--- src/rtl/eprom_pkg.sv ---
package eprom_pkg;
  typedef enum logic [2:0] {
    MODE_STANDBY,
    MODE_OUT_DIS,
    MODE_READ,
    MODE_IDENT,
    MODE_PROG,
    MODE_VERIFY,
    MODE_INHIBIT
  } mode_e;
endpackage

--- src/rtl/eprom_mode_dec.sv ---
module eprom_mode_dec
  import eprom_pkg::*;
(
  input  logic  ce_ni,
  input  logic  oe_ni,
  input  logic  vpp_hi_i,
  input  logic  id_hv_i,
  output mode_e mode_o
);
  always_comb begin
    if (ce_ni) begin
      mode_o = (vpp_hi_i && oe_ni) ? MODE_INHIBIT : MODE_STANDBY;
    end else if (vpp_hi_i) begin
      // program supply outranks identification
      mode_o = oe_ni ? MODE_PROG : MODE_VERIFY;
    end else if (oe_ni) begin
      mode_o = MODE_OUT_DIS;
    end else if (id_hv_i) begin
      mode_o = MODE_IDENT;
    end else begin
      mode_o = MODE_READ;
    end
  end
endmodule

--- src/rtl/eprom_cell_array.sv ---
module eprom_cell_array #(
  parameter int DATA_W = 8,
  parameter int ARR_AW = 6,
  localparam int DEPTH = 1 << ARR_AW
) (
  input  logic              clk_i,
  input  logic              rst_ni,
  input  logic              wr_en_i,
  input  logic [ARR_AW-1:0] addr_i,
  input  logic [DATA_W-1:0] wr_data_i,
  output logic [DATA_W-1:0] rd_data_o
);
  logic [DATA_W-1:0] mem_q [DEPTH];

  for (genvar g = 0; g < DEPTH; g++) begin : g_row
    always_ff @(posedge clk_i or negedge rst_ni) begin
      if (!rst_ni) begin
        mem_q[g] <= '1;
      end else if (wr_en_i && (addr_i == ARR_AW'(g))) begin
        mem_q[g] <= mem_q[g] & wr_data_i;  // only clears bits
      end
    end
  end

  assign rd_data_o = mem_q[addr_i];
endmodule

--- src/rtl/eprom_out_mux.sv ---
module eprom_out_mux
  import eprom_pkg::*;
#(
  parameter int          ADDR_W   = 15,
  parameter int          DATA_W   = 8,
  parameter int          ID_LINE  = 9,
  parameter logic [DATA_W-1:0] MFR_CODE = 8'h01,
  parameter logic [DATA_W-1:0] DEV_CODE = 8'h10
) (
  input  mode_e             mode_i,
  input  logic [ADDR_W-1:0] addr_i,
  input  logic [DATA_W-1:0] rd_data_i,
  output logic [DATA_W-1:0] data_o,
  output logic              data_oe_o
);
  localparam logic [ADDR_W-1:0] ID_MASK = ~((ADDR_W'(1) << ID_LINE) | ADDR_W'(1));

  logic id_addr_ok;
  assign id_addr_ok = ((addr_i & ID_MASK) == '0);

  always_comb begin
    data_o    = '0;
    data_oe_o = 1'b0;
    unique case (mode_i)
      MODE_READ, MODE_VERIFY: begin
        data_o    = rd_data_i;
        data_oe_o = 1'b1;
      end
      MODE_IDENT: begin
        data_oe_o = 1'b1;
        if (id_addr_ok) data_o = addr_i[0] ? DEV_CODE : MFR_CODE;
      end
      default: ;
    endcase
  end
endmodule

--- src/rtl/eprom_ctrl.sv ---
module eprom_ctrl
  import eprom_pkg::*;
#(
  parameter int ADDR_W = 15,
  parameter int DATA_W = 8,
  parameter int ARR_AW = 6
) (
  input  logic              clk_i,
  input  logic              rst_ni,
  input  logic              ce_ni,
  input  logic              oe_ni,
  input  logic [ADDR_W-1:0] addr_i,
  input  logic              vpp_hi_i,
  input  logic              id_hv_i,
  input  logic [DATA_W-1:0] data_i,
  output logic [DATA_W-1:0] data_o,
  output logic              data_oe_o
);
  mode_e             mode;
  logic [DATA_W-1:0] rd_data;

  eprom_mode_dec u_dec (
    .ce_ni    (ce_ni),
    .oe_ni    (oe_ni),
    .vpp_hi_i (vpp_hi_i),
    .id_hv_i  (id_hv_i),
    .mode_o   (mode)
  );

  eprom_cell_array #(.DATA_W(DATA_W), .ARR_AW(ARR_AW)) u_arr (
    .clk_i     (clk_i),
    .rst_ni    (rst_ni),
    .wr_en_i   (mode == MODE_PROG),
    .addr_i    (addr_i[ARR_AW-1:0]),
    .wr_data_i (data_i),
    .rd_data_o (rd_data)
  );

  eprom_out_mux #(.ADDR_W(ADDR_W), .DATA_W(DATA_W)) u_mux (
    .mode_i    (mode),
    .addr_i    (addr_i),
    .rd_data_i (rd_data),
    .data_o    (data_o),
    .data_oe_o (data_oe_o)
  );
endmodule

--- config.mk ---
export PLATFORM = sky130hd
export DESIGN_NAME = eprom_ctrl
export DESIGN_NICKNAME = d
export VERILOG_FILES = /design/src/rtl/eprom_pkg.sv /design/src/rtl/eprom_mode_dec.sv /design/src/rtl/eprom_cell_array.sv /design/src/rtl/eprom_out_mux.sv /design/src/rtl/eprom_ctrl.sv
export SDC_FILE = /design/constraint.sdc
export NUM_CORES = 1
export LEC_CHECK = 0
export ABC_AREA = 1
export CORE_MARGIN = 4
export CORE_UTILIZATION = 25
export DETAILED_ROUTE_END_ITERATION = 6
export PLACE_DENSITY = 0.43
export SYNTH_ARGS = -nofsm -noshare
export SYNTH_HDL_FRONTEND = slang
export SYNTH_SLANG_ARGS = --single-unit
export TNS_END_PERCENT = 1
--- constraint.sdc ---
create_clock -name clk_i -period 1.99 [get_ports clk_i]
set_input_delay 0.398 -clock clk_i [delete_from_list [all_inputs] [get_ports clk_i]]
set_output_delay 0.398 -clock clk_i [all_outputs]
set_load 0.005 [all_outputs]
==> summary.md <==
| Metric | Value |
|---|---|
| Detailed-router iteration count before antenna repair | 5 |
| Clk pin slew, worst setup/hold paths | 0.06 ns |
| Fmax | 381 MHz |
| Number of flip-flops in the largest register | 512 |
| Max_slew headroom | 44.6% |
| # DRC | 0 |
| Total congestion overflow | 0 |
| DP Wirelength | 54,400 um |
| Min-Delay Path Class | in -> async |
| Area of the die | 97,400 um^2 |
| Clock Latency Late Sink | 0.61 ns |
| Initial Util | about 25% |
| Share of cells above drive strength 1 | 41.1% |
| Largest net degree at the start of global routing | 74 |
| Worst Path Required | around 1.6 ns |
| Yosys reg bits | 512 |
| Placed instance count | 3,979 |
| DRT iter0 DRCs | approximately 1,300 |
| DR WL/cell | just over 20 um |
| Syn_area_per_cell | 9.16 um^2 |
| YS warnings | 0 |
| CTS root buf | clkbuf_16 |
| Result of the run | finished with violations |
| Post-Syn Nets | 2,551 |
| Clk buf depth | 3 |
| Clock sink count | 512 |
| Area of the multi-input gates | 8790 um^2 |
| Post-route setup TNS | -4.74 ns |
| Non-Filler Instances | 4,080 |
| Worst vdd ir | 0.000591 V |
| Slew @ Worst Pin | between 0.8 and 0.9 ns |
| Final hold vios | 0 |
| Number of global-route vias before repair | 19,800 |
| TritonCTS Buffers | 59 |
| Post-route antenna net violation count | 0 |
| CORE AREA | 91,700 um^2 |
| GRT Total Usage | 16.7% |
| Final min period | 2.63 ns |
| IO Port Bufs | 36 |
| Leakage power | 13.8 nW |
| Clock skew | 0 ns |
| Die W | approximately 310 um |
| Post-Synthesis Cell Area | 23,100 um^2 |
| Setup CP Type | reg -> out |
| Sequential cell area | around 13,000 um^2 |
| Largest cells by area after synthesis | dfstp_2, nand2_1, a21boi_0 |
| Unrepaired setup endpoints after global routing | yes |
| Final period utilization | 132% |
| Top reg by flops | u_arr.mem_q |
| Power per Cell Area | roughly 800 nW/um^2 |
| Number of cell rows | 111 |
| Via density per instance | 4.62 |
| Synth area leader | dfstp_2 |
| Arr. time, crit path | 2.23 ns |
| Max-cap violations | 0 |
| First-pass GRT wire length | 125,000 um |
| Synth top area share | 58.2% |
| Setup crit start kind | flip-flop |
| IO Count | 38 |
| Distinct cells, synth | 28 |
| Number of fill cells | 9,392 |
| Setup-failing EPs final | 8 |
| H-tree Lvls | 2 |
| Worst Path Max Fanout | 2 |
| CP endpoint kind | output port |
| Antenna fix cells | 0 |
| Fin nets | 2,879 |
| R2R cell count | 3 |
| Post-Synthesis Cells | 2,522 |
| CTS tree | yes |
| Initial antenna violation count | 1 |
| Vias after detailed routing | 18,900 |
| Seq/Total Area, Yosys | 58.2% |
| GP Congestion | 0.873 |
| Violated checks | setup timing |
| Worst setup margin | -0.637 ns |
| Regs by FF count | u_arr.mem_q (512) |
| Layout area overhead | 31.0% |
| WL final | 82,100 um |
| Fin. max-slew vios | 0 |
| Die Ht | 312 um |
synthesized netlist by cell type:
master	count
nand2_2	5
o21ai_1	10
nor4_1	1
clkbuf_1	78
inv_2	7
clkinv_1	9
nor3_2	36
o211ai_1	1
nor2_1	153
buf_2	36
nor3_4	1
nand2_1	680
nor2_4	1
inv_1	215
buf_4	6
a21oi_1	246
or4_1	1
a21boi_1	11
a21boi_0	297
nor2_2	11
nand2_4	1
inv_4	1
dfstp_2	512
o21ai_0	170
nand4_1	19
nor3_1	2
nand3_1	1
buf_1	11
where the power goes:
group | switching (mW) | internal [mW]
Clock | 4.41 | 6.62
Combinational | 1.60 | 0.849
Sequential | 0.0520 | 10.8
final timing paths:
kind | endpoint | slack [ns] | start
min reg2reg | u_arr.mem_q[5] | 0.45 | u_arr.mem_q[5]
max in group asynchronous | u_arr.mem_q[44] | 1.40 | rst_ni
max reg2reg | u_arr.mem_q[93] | 1.08 | u_arr.mem_q[93]
max | data_o[2] | -0.64 | u_arr.mem_q[114]
min | u_arr.mem_q[360] | 0.07 | rst_ni
min in group clk_i | u_arr.mem_q[5] | 0.45 | u_arr.mem_q[5]
cells in the final DEF, fill, tap and decap left out, types with 2 or more instances in the layout:
cell type	synthesis	layout
clkinv_2	0	11
inv_2	7	24
o21ai_4	0	5
nor2_2	11	27
o21ai_1	10	74
nor3_4	1	5
o21ai_0	170	74
clkbuf_8	0	11
nor2_1	153	125
nand2_2	5	68
nand2_4	1	8
a21oi_2	0	2
a21boi_0	297	297
buf_12	0	49
buf_4	6	307
buf_2	36	8
nand4_1	19	19
bufinv_16	0	5
buf_8	0	2
nor2_4	1	13
nor3_1	2	2
clkbuf_1	78	16
nand2_8	0	2
a21oi_1	246	244
nor3_2	36	32
o21ai_2	0	27
clkbuf_16	0	62
a21boi_1	11	11
nand2_1	680	608
dlygate4sd2_1	0	2
clkdlybuf4s50_1	0	22
dfstp_2	512	512
inv_1	215	205
buf_6	0	5
final cells by class:
cell class,count,share of cell area [%]
clock buffer,88,5.74
clock inverter,17,0.703
inverter,232,2.90
multi-input combinational,1647,29.0
sequential,512,44.4
tap,1186,4.90
timing repair buffer,398,12.3
worst max-delay path, cell delays in order (launching register included):
cell and delay, ns:
dfstp_2 0.36, inv_1 0.06, nor2_1 0.04, nor2_1 0.14, nand2_1 0.10, nand2_1 0.17
nand2_1 0.10, o21ai_2 0.21, nand2_1 0.09, nor2_2 0.14, nor2_1 0.07, buf_2 0.13
metrics by stage:
| step | utilization [%] | power, mW | setup WS, ns | hold WS [ns] | instance area, um^2 |
|---|---|---|---|---|---|
| after global placement | 30.3 | 13.3 | -1.43 | 0.437 | 27800 |
| after CTS | 32.8 | 24.6 | -0.645 | 0.0593 | 30100 |
| after detailed placement | 30.3 | 13.3 | -1.42 | 0.439 | 27800 |
| final | 33.0 | 24.3 | -0.637 | 0.0727 | 30300 |
| after global routing | 33.0 | 25.3 | -0.719 | 0.0910 | 30300 |
| after floorplan | - | 11.9 | -0.00175 | 0.250 | 23100 |
metal layers:
| layer | share of wire (%) | track usage (%) |
|---|---|---|
| met1 | 48 | 24.2 |
| met2 | 45 | 26.2 |
| met3 | 4.9 | 2.62 |
| met4 | 2.3 | 4.25 |
| met5 | 0 | 0 |
cell families (layout without fill, tap and decap cells):
kind of cell,Yosys count,after routing,synth area share (%)
compound gates,735,735,19.3
flops,512,512,58.2
simple gates,912,912,16.3
buf+inv,363,735,6.20
repair_timing:
| action | in CTS | in global routing |
|---|---|---|
| hold buffers | 0 | 0 |
| buffers inserted | 2 | 3 |
| gates resized for setup | 255 | 64 |
| endpoints found under the setup margin | 8 | 32 |
| pin swaps | 80 | 43 |
| cloned | 0 | 1 |
No activity file was read; power rests on OpenSTA's default activity.
